`src/rtl/tsf_pkg.sv`:
```
package tsf_pkg;
    localparam int SEL_W   = 16;
    localparam int SP_W    = 64;
    localparam int MAX_RUN = 8;
    localparam int IDX_W   = $clog2(MAX_RUN);
    localparam int OFF_W   = 7;

    typedef enum logic [1:0] {TK_16 = 2'd0, TK_32 = 2'd1, TK_64 = 2'd2} tss_kind_e;

    typedef enum logic [1:0] {ST_IDLE, ST_CHECK, ST_READ, ST_FINISH} fsm_e;

    typedef struct packed {
        logic [OFF_W-1:0] off;
        logic [IDX_W:0]   nbytes;
        logic [IDX_W:0]   spbytes;
        logic [1:0]       lvl;
    } layout_t;

    function automatic tss_kind_e decode_kind(input logic [1:0] m);
        if (m[1]) return TK_64;
        if (m[0]) return TK_32;
        return TK_16;
    endfunction

    function automatic logic [SEL_W-1:0] sel_code(input logic [SEL_W-1:0] sel, input logic ext);
        return {sel[SEL_W-1:2], 1'b0, ext};
    endfunction
endpackage

```
`src/rtl/tsf_layout.sv`:
```
module tsf_layout
    import tsf_pkg::*;
(
    input  tss_kind_e  kind,
    input  logic       v86,
    input  logic [1:0] dpl,
    input  logic [2:0] ist,
    output layout_t    lay
);
    always_comb begin
        lay.lvl = (kind != TK_64 && v86) ? 2'd0 : dpl;
        unique case (kind)
            TK_16: begin
                lay.off     = OFF_W'({lay.lvl, 2'b10});
                lay.nbytes  = (IDX_W+1)'(4);
                lay.spbytes = (IDX_W+1)'(2);
            end
            TK_32: begin
                lay.off     = OFF_W'({lay.lvl, 3'b100});
                lay.nbytes  = (IDX_W+1)'(6);
                lay.spbytes = (IDX_W+1)'(4);
            end
            default: begin
                if (ist != 3'd0)
                    lay.off = OFF_W'({ist, 3'b000}) + OFF_W'(28);
                else
                    lay.off = OFF_W'({lay.lvl, 3'b100});
                lay.nbytes  = (IDX_W+1)'(8);
                lay.spbytes = (IDX_W+1)'(8);
            end
        endcase
    end
endmodule

```
`src/rtl/tsf_selcheck.sv`:
```
module tsf_selcheck
    import tsf_pkg::*;
(
    input  logic [SEL_W-1:0] sel,
    input  logic [1:0]       lvl,
    input  logic             ext,
    output logic             bad,
    output logic [SEL_W-1:0] code
);
    logic is_null;

    always_comb begin
        is_null = (sel[SEL_W-1:2] == '0);
        bad     = is_null || (sel[1:0] != lvl);
        code    = is_null ? {{(SEL_W-1){1'b0}}, ext} : sel_code(sel, ext);
    end
endmodule

```
`src/rtl/tss_stack_fetch.sv`:
```
module tss_stack_fetch
    import tsf_pkg::*;
#(
    parameter int ADDR_W = 32
) (
    input  logic              clk,
    input  logic              rst,
    input  logic              start,
    input  logic [1:0]        tss_kind,
    input  logic              v86_entry,
    input  logic [1:0]        target_dpl,
    input  logic [2:0]        ist_index,
    input  logic [ADDR_W-1:0] tss_base,
    input  logic [ADDR_W-1:0] tss_limit,
    input  logic [15:0]       tss_selector,
    input  logic              ext_event,
    output logic              rd_req,
    output logic [ADDR_W-1:0] rd_addr,
    input  logic              rd_valid,
    input  logic [7:0]        rd_data,
    output logic              busy,
    output logic              done,
    output logic [15:0]       new_ss,
    output logic [63:0]       new_sp,
    output logic              fault,
    output logic [15:0]       fault_code
);
    fsm_e              st_q;
    tss_kind_e         kind_q;
    logic              v86_q;
    logic [1:0]        dpl_q;
    logic [2:0]        ist_q;
    logic [ADDR_W-1:0] base_q;
    logic [ADDR_W-1:0] limit_q;
    logic [SEL_W-1:0]  sel_q;
    logic              ext_q;
    logic [IDX_W-1:0]  idx_q;

    layout_t           lay;
    logic [ADDR_W-1:0] last_off;
    logic [7:0]        lane_q [MAX_RUN];
    logic [8*MAX_RUN-1:0] gathered;
    logic [SP_W-1:0]   sp_val;
    logic [SEL_W-1:0]  ss_val;
    logic              ss_bad;
    logic [SEL_W-1:0]  ss_code;

    tsf_layout u_layout (
        .kind (kind_q),
        .v86  (v86_q),
        .dpl  (dpl_q),
        .ist  (ist_q),
        .lay  (lay)
    );

    tsf_selcheck u_selcheck (
        .sel  (ss_val),
        .lvl  (lay.lvl),
        .ext  (ext_q),
        .bad  (ss_bad),
        .code (ss_code)
    );

    assign last_off = ADDR_W'(lay.off) + ADDR_W'(lay.nbytes) - ADDR_W'(1);
    assign rd_req   = (st_q == ST_READ);
    assign rd_addr  = base_q + ADDR_W'(lay.off) + ADDR_W'(idx_q);
    assign busy     = (st_q != ST_IDLE);

    for (genvar g = 0; g < MAX_RUN; g++) begin : g_lane
        always_ff @(posedge clk) begin
            if (rst)
                lane_q[g] <= '0;
            else if (st_q == ST_READ && rd_valid && idx_q == IDX_W'(g))
                lane_q[g] <= rd_data;
        end
        assign gathered[8*g +: 8] = lane_q[g];
    end

    always_comb begin
        unique case (kind_q)
            TK_16:   sp_val = SP_W'(gathered[15:0]);
            TK_32:   sp_val = SP_W'(gathered[31:0]);
            default: sp_val = gathered[SP_W-1:0];
        endcase
        ss_val = (kind_q == TK_16) ? gathered[31:16] : gathered[47:32];
    end

    always_ff @(posedge clk) begin
        if (rst) begin
            st_q       <= ST_IDLE;
            kind_q     <= TK_16;
            v86_q      <= 1'b0;
            dpl_q      <= '0;
            ist_q      <= '0;
            base_q     <= '0;
            limit_q    <= '0;
            sel_q      <= '0;
            ext_q      <= 1'b0;
            idx_q      <= '0;
            done       <= 1'b0;
            fault      <= 1'b0;
            fault_code <= '0;
            new_ss     <= '0;
            new_sp     <= '0;
        end else begin
            done  <= 1'b0;
            fault <= 1'b0;
            unique case (st_q)
                ST_IDLE: begin
                    if (start) begin
                        kind_q  <= decode_kind(tss_kind);
                        v86_q   <= v86_entry;
                        dpl_q   <= target_dpl;
                        ist_q   <= ist_index;
                        base_q  <= tss_base;
                        limit_q <= tss_limit;
                        sel_q   <= tss_selector;
                        ext_q   <= ext_event;
                        idx_q   <= '0;
                        st_q    <= ST_CHECK;
                    end
                end
                ST_CHECK: begin
                    if (last_off > limit_q) begin
                        fault      <= 1'b1;
                        fault_code <= sel_code(sel_q, ext_q);
                        st_q       <= ST_IDLE;
                    end else begin
                        st_q <= ST_READ;
                    end
                end
                ST_READ: begin
                    if (rd_valid) begin
                        if ({1'b0, idx_q} == lay.nbytes - (IDX_W+1)'(1))
                            st_q <= ST_FINISH;
                        else
                            idx_q <= idx_q + IDX_W'(1);
                    end
                end
                ST_FINISH: begin
                    st_q <= ST_IDLE;
                    if (kind_q == TK_64) begin
                        done   <= 1'b1;
                        new_ss <= {14'b0, lay.lvl};
                        new_sp <= sp_val;
                    end else if (ss_bad) begin
                        fault      <= 1'b1;
                        fault_code <= ss_code;
                    end else begin
                        done   <= 1'b1;
                        new_ss <= ss_val;
                        new_sp <= sp_val;
                    end
                end
                default: st_q <= ST_IDLE;
            endcase
        end
    end
endmodule

```
`config.mk`:
```
export PLATFORM = sky130hd
export DESIGN_NAME = tss_stack_fetch
export DESIGN_NICKNAME = d
export VERILOG_FILES = /design/src/rtl/tsf_pkg.sv /design/src/rtl/tsf_layout.sv /design/src/rtl/tsf_selcheck.sv /design/src/rtl/tss_stack_fetch.sv
export SDC_FILE = /design/constraint.sdc
export NUM_CORES = 1
export LEC_CHECK = 0
export BUFFER_PORTS_ARGS = -buffer_cell sky130_fd_sc_hd__buf_2
export CORE_UTILIZATION = 35
export CTS_CLUSTER_SIZE = 30
export DETAILED_ROUTE_END_ITERATION = 7
export SLEW_MARGIN = 10
export SYNTH_ARGS = -nofsm -noshare
export SYNTH_HDL_FRONTEND = slang
export SYNTH_SLANG_ARGS = --single-unit
```
`constraint.sdc`:
```
create_clock -name clk -period 6.03 [get_ports clk]
set_input_delay 0.603 -clock clk [delete_from_list [all_inputs] [get_ports clk]]
set_output_delay 0.603 -clock clk [all_outputs]
set_load 0.01 [all_outputs]
```
# Word level (Yosys, flattened, before mapping)
# Memory sizes are Yosys's and may differ from the RTL's.
# Index checks and enable logic that the tools add are counted.
# word_totals
ramBits	64
output_inout_bits	132
memories	1
register_bits	192
wordCells	157
# classes
n_reduce_logical	25
order_cmp	1
eq_ne	23
mux	76
add_sub_neg	7
bitwise	9
# mem_list
name	depth	word_bits	read_ports	rd_clocked_by_memory_dff	wr	line_no	source
lane_q	8	8	8	0	8	tss_stack_fetch.sv:41	logic [7:0] lane_q [MAX_RUN];
# ops
op	count
two-way mux 64 bit	2
case mux 64 bit (2 select lines)	1
two-way mux 16 bit	7
two-way mux 8 bit	8
two-way mux 1 bit	40
adder 32 x 3 -> 32 bit	1
adder 32 x 7 -> 32 bit	1
greater-than comparator 32 bit	1
case mux 16 bit (2 select lines)	1
case mux 15 bit (2 select lines)	1
two-way mux 2 bit	9
logical NOT 14 bit	1
== test 3 bit (second input constant)	4
inequality test 2 bit (second input constant)	6
logical AND 1 bit	10
two-way mux 3 bit	3
subtractor 8 x 1 -> 9 bit (second input constant)	1
adder 7 x 4 -> 8 bit	1
bitwise OR 1 bit	8
case mux 2 bit (4 select lines)	1
AND reduction 4 bit	2
adder 6 x 5 -> 7 bit (second input constant)	1
two-way mux 7 bit	1
== test 2 bit (second input constant)	3
other kinds (19)	27

# Depth between registers and ports, before layout
# logic_depth
depth_word	10
depth_mapped	25
ltp_nobuf	23

# Cells and area by module
# Synthesis repeated with hierarchy kept, for this count alone.
# hier_totals
cells_unflattened	1282
area_unflattened_um2	12077.8
# by_module_without_submodules
module	area_per_inst_um2	instances	cells_each
tss_stack_fetch	11740.0	1	1224
tsf_layout	209.0	1	33
tsf_selcheck	128.9	1	25

# Worst setup path before layout
# Ideal clock, no wire load.
# synth_timing
path_kind	reg2reg
startpoint	reg kind_q[1]
endpoint	reg fault_code[10]
arrival_time_ns	5.209
path_stages_with_launch	25
path_buffers	5
setup_time_ns	0.131
slack_ns	0.690
synth_period_minus_slack_ns	5.340
required_time_ns	5.899
cell_sequence	dfxtp_1 buf_2 or2_1 buf_4 clkbuf_1 and3_1 a21oi_1 o32ai_1 inv_1 ha_1 ha_1 inv_1 a21boi_0 o21ai_0 nand2b_1 nor2_1 ha_1 nand4_1 nor4_2 o311ai_0 a21oi_1 or2_2 clkbuf_1 buf_2 o311ai_1
# synth_via
elab_chain_cells	10
# synth_lines
element	line_no	source
from (decl)	tss_stack_fetch.sv:29	tss_kind_e kind_q;
from (signal assigned)	tss_stack_fetch.sv:111	kind_q <= decode_kind(tss_kind);
inequality test 2 bit	tsf_layout.sv:11	lay.lvl = (kind != TK_64 && v86) ? 2'd0 : dpl;
logical AND 1 bit	tsf_layout.sv:11	
two-way mux 2 bit	tsf_layout.sv:11	
two-way mux 7 bit	tsf_layout.sv:24	if (ist != 3'd0)
case mux 15 bit (2 select lines)	tsf_layout.sv:12	unique case (kind)
adder 7 x 4 -> 8 bit	tss_stack_fetch.sv:64	assign last_off = ADDR_W'(lay.off) + ADDR_W'(lay.nbytes) - ADDR_W'(1);
subtractor 8 x 1 -> 9 bit	tss_stack_fetch.sv:64	
greater-than comparator 32 bit	tss_stack_fetch.sv:124	if (last_off > limit_q) begin
inequality test 2 bit (no source line)	-	
AND reduction 4 bit (no source line)	-	
to (signal assigned)	tss_stack_fetch.sv:126	fault_code <= sel_code(sel_q, ext_q);
to (signal assigned)	tss_stack_fetch.sv:148	fault_code <= ss_code;
to (decl)	tss_stack_fetch.sv:26	output logic [15:0] fault_code
# Parallel ways exist; a longest one is shown, timed or not. The select of a mux whose other input is x is not followed.
# A chain may end at the register's enable or synchronous reset.

# Worst setup path in the final report
# layout_timing
startpoint	reg ist_q[0]
endpoint	reg fault_code[0]
# layout_via
elab_chain_cells	8
# layout_lines
element	line_no	source
from (decl)	tss_stack_fetch.sv:32	logic [2:0] ist_q;
from (signal assigned)	tss_stack_fetch.sv:114	ist_q <= ist_index;
adder 6 x 5 -> 7 bit or nonzero test 3 bit (tied branches)	tsf_layout.sv:25, tsf_layout.sv:24	
two-way mux 7 bit *	tsf_layout.sv:24	
case mux 15 bit (2 select lines) *	tsf_layout.sv:12	
adder 7 x 4 -> 8 bit *	tss_stack_fetch.sv:64	
subtractor 8 x 1 -> 9 bit *	tss_stack_fetch.sv:64	
greater-than comparator 32 bit *	tss_stack_fetch.sv:124	
inequality test 2 bit (no source line) *	-	
AND reduction 4 bit (no source line) *	-	
# Every way passes the cells marked *; elsewhere a longest branch is shown, timed or not.

==> impl_metrics.yaml <==
run_status:
  status: "complete, no violations"
cts:
  cts_tree: "built"
  post-cts-setup-buffers: 0
  clkSinkCount: 253
  ctsHoldBuffers: 0
  cts_buffer_depth: 3
  cts_buffers: 29
  htreeDepth: 1
  root_buffer: "clkbuf_16"
  clkLatencyLatePin_ps: 570
  post_cts_resized: 0
  cts.reportedPaths.clkPinSlew_ps: 60
synthesis:
  synth-xor-area-share_pct: 2.30
  synth_fp_nets: 1572
  synth_compound_area_share_pct: 22.5
  synth_edf_count: 64
  synth_common_cells: "227 x nand2_1, 189 x dfxtp_1, 177 x a21oi_1"
  yosysWarningCount: 0
  ys_seq_area_share_pct: 45.4
  synthTopCellsByArea: "dfxtp_1 30%, edfxtp_1 15%, a21oi_1 7.0%"
  synth_top_flop_cell: "dfxtp_1"
  synth_top_family_by_area: "compound AO/OA/AOI/OAI gates"
  synth_most_common_cell: "nand2_1"
  synth.top_cell.area_share_pct: 30.1
  ys_types: 67
  synth_area_um2: 12600
  synth_fa_ha_area_share_pct: 6.25
  muxShareOfSynthArea_pct: 1.48
  avgSynthCellArea_um2: 8.91
  synthArstFlopShare_pct: 0
  synth_top_cell_by_area: "dfxtp_1"
  ys_seq_elements: 253
  synthSimpleGateAreaFrac_pct: 15.2
  postSynthCellCount: 1410
final_layout:
  design_area_um2: 14900
  area_delta_synth_final_pct: 18.9
  drive_above_1_share_pct: 20.3
  final_nets: 1737
  fin_cells: 2060
floorplanning:
  die_y_um: 192
  fp-row-count: 69
  die_area_um2: 36700
  io_pins: 233
  die_w_um: 192
  core_region_area_um2: 35500
  initial_core_util_pct: 35.4
detailed_routing:
  routed_via_density: 5.29
  via_count: 10896
  remaining_drc_errors: 0
  drt-wirelength-per-cell_um: 17.9
  drt-total-wl_um: 36900
  ant_nets: 0
  firstDrtPassIters: 5
  drt-initial-drc-count: 746
power:
  vdd_drop_max_v: 0.000221
  p_leak_nw: 6.18
  power.density_nw_per_um2: 331
timing:
  max_freq_mhz: 191
  tns_ps: 0
  worst_pin_slew_ps: 1170
  final-setup-viol-count: 0
  rsz0062_at_grt: "false"
  fin_crit_sh_pct: 86.9
  min_period_ps: 5240
  hold_ws_ps: 271
  fin_skew_ps: 14.2
  slew_viol_final: 0
  slew_headroom_pct: 21.4
  hold_viol: 0
grt:
  grt_pass1_wl_um: 56600
  first_global_vias: 10321
  use_met1_pct: 26.4
  grtUsageMet2_pct: 32.7
  grt_max_degree: 97
  grtUsageMet3_pct: 2.72
  busiest_layer: "met2"
  grt_use_total_pct: 19.6
  overflow: 0
  antenna_found_initial: 1
critical_path:
  cp_slowest_stage_delay_ps: 480
  path_cells: "inv_1 -> ha_1 -> inv_1 -> o21ai_0 -> and3_1 -> a21oi_1 -> o32ai_1 -> inv_1 -> ha_1 -> ha_1 -> inv_1 -> a21boi_0 -> o21ai_0 -> nand2b_1 -> nor2_1 -> buf_4 -> ha_1 -> nand4_1 -> nor4_2 -> a21o_1 -> a21oi_1 -> buf_4 -> or2_2 -> o311ai_0"
  crit_buf_inv: 6
  cp.required_ps: 6490
  start_kind: "flop"
  end_kind: "flop"
  critPathArrivalTime_ps: 5700
  worstSetupPathType: "reg2reg"
  cp_slowest_cell: "nor4_2"
  cpLargestDelayFamily: "compound AO/OA/AOI/OAI gates"
  crit_path_max_fanout: 24
place:
  gp_congestion: 0.803
  placed_area_um2: 13900
  port_buffers: 229
  place_inst: 2005
  dpl.hpwl_um: 25400
worst_hold_path:
  hold_class: "in2reg"
run:
  maxCapViolations: 0
==> cell families after synthesis <==
family                   Yosys count
AND/OR/NAND/NOR                  405
other                              1
multiplexers                      18
AO/OA/AOI/OAI                    437
buffers and inverters            202
XOR/XNOR                          33
adder cells (fa/ha/maj)           61
flip-flops                       253
==> through the flow <==
| step | util (%) | power [W] | worst slack [ps] |
|---|---|---|---|
| finish | 42.1 | 0.00494 | 789 |
| global route | 42.1 | 0.00521 | 217 |
| CTS | 42.1 | 0.00499 | 816 |
| detailed placement | 39.3 | 0.00316 | 837 |
| global placement | 39.3 | 0.00312 | 1000 |
| floorplan | - | 0.00280 | 690 |
==> worst min-delay path: stages <==
cell and delay [ps]:
buf_2 100, nand2_1 50, a21oi_1 50
==> worst paths after layout <==
check	start	endpoint	slack [ps]	cells past startpoint
max	ist_q[0]$_SDFFE_PP0P_	fault_code[0]$_SDFFE_PP0P_	790	24
min	tss_selector[11]	sel_q[11]$_SDFFE_PP0P_	270	3
max reg2reg	ist_q[0]$_SDFFE_PP0P_	fault_code[0]$_SDFFE_PP0P_	790	24
min reg2reg	limit_q[29]$_SDFFE_PP0P_	limit_q[29]$_SDFFE_PP0P_	450	2
==> where the power goes <==
part	total, W	leakage (nW)	switching [W]	internal (W)
Combinational	0.00120	3.48	0.000800	0.000396
Clock	0.00182	0.499	0.000720	0.00110
Sequential	0.00192	2.20	0.0000803	0.00184
Total	0.00494	6.18	0.00160	0.00334
==> registers in the layout (all words and copies together), names as in the netlist, 3 cells and up, named ones only <==
name        flops
ist_q           3
new_ss         16
sel_q          14
base_q         32
fault_code     15
limit_q        32
idx_q           3
new_sp         64
lane_q         64
==> metal layers <==
layer,routed length [um],up-vias
li1,-,5356
met1,16900,5179
met2,17300,307
met3,2010,54
met4,753,0
met5,0,-
==> layout by cell type, fill, tap and decap left out, drive strengths merged, types with 6 or more instances in the layout <==
cell / n
xnor2: 18
mux2i: 16
a21oi: 177
xor2: 15
and3: 48
o31a: 15
ha: 58
nand4: 12
o21ai: 81
nor2: 28
nand3: 10
o2111ai: 49
nand2b: 6
nor3: 12
nor4: 15
nand2: 227
a21o: 8
o211ai: 34
and2: 28
o311ai: 16
buf: 245
o21bai: 19
dfxtp: 189
o22ai: 14
edfxtp: 64
inv: 92
clkbuf: 46
==> layout make-up <==
| type | count | area, um2 |
|---|---|---|
| Fill cell | 3542 | 20500 |
| Clock buffer | 46 | 900 |
| Sequential cell | 253 | 5710 |
| Tap cell | 461 | 577 |
| Antenna cell | 1 | 2.50 |
| Inverter | 91 | 344 |
| Timing Repair Buffer | 245 | 1270 |
| Multi-Input combinational cell | 955 | 6040 |
| Clock inverter | 8 | 104 |
No activity file was read; power rests on OpenSTA's default activity.
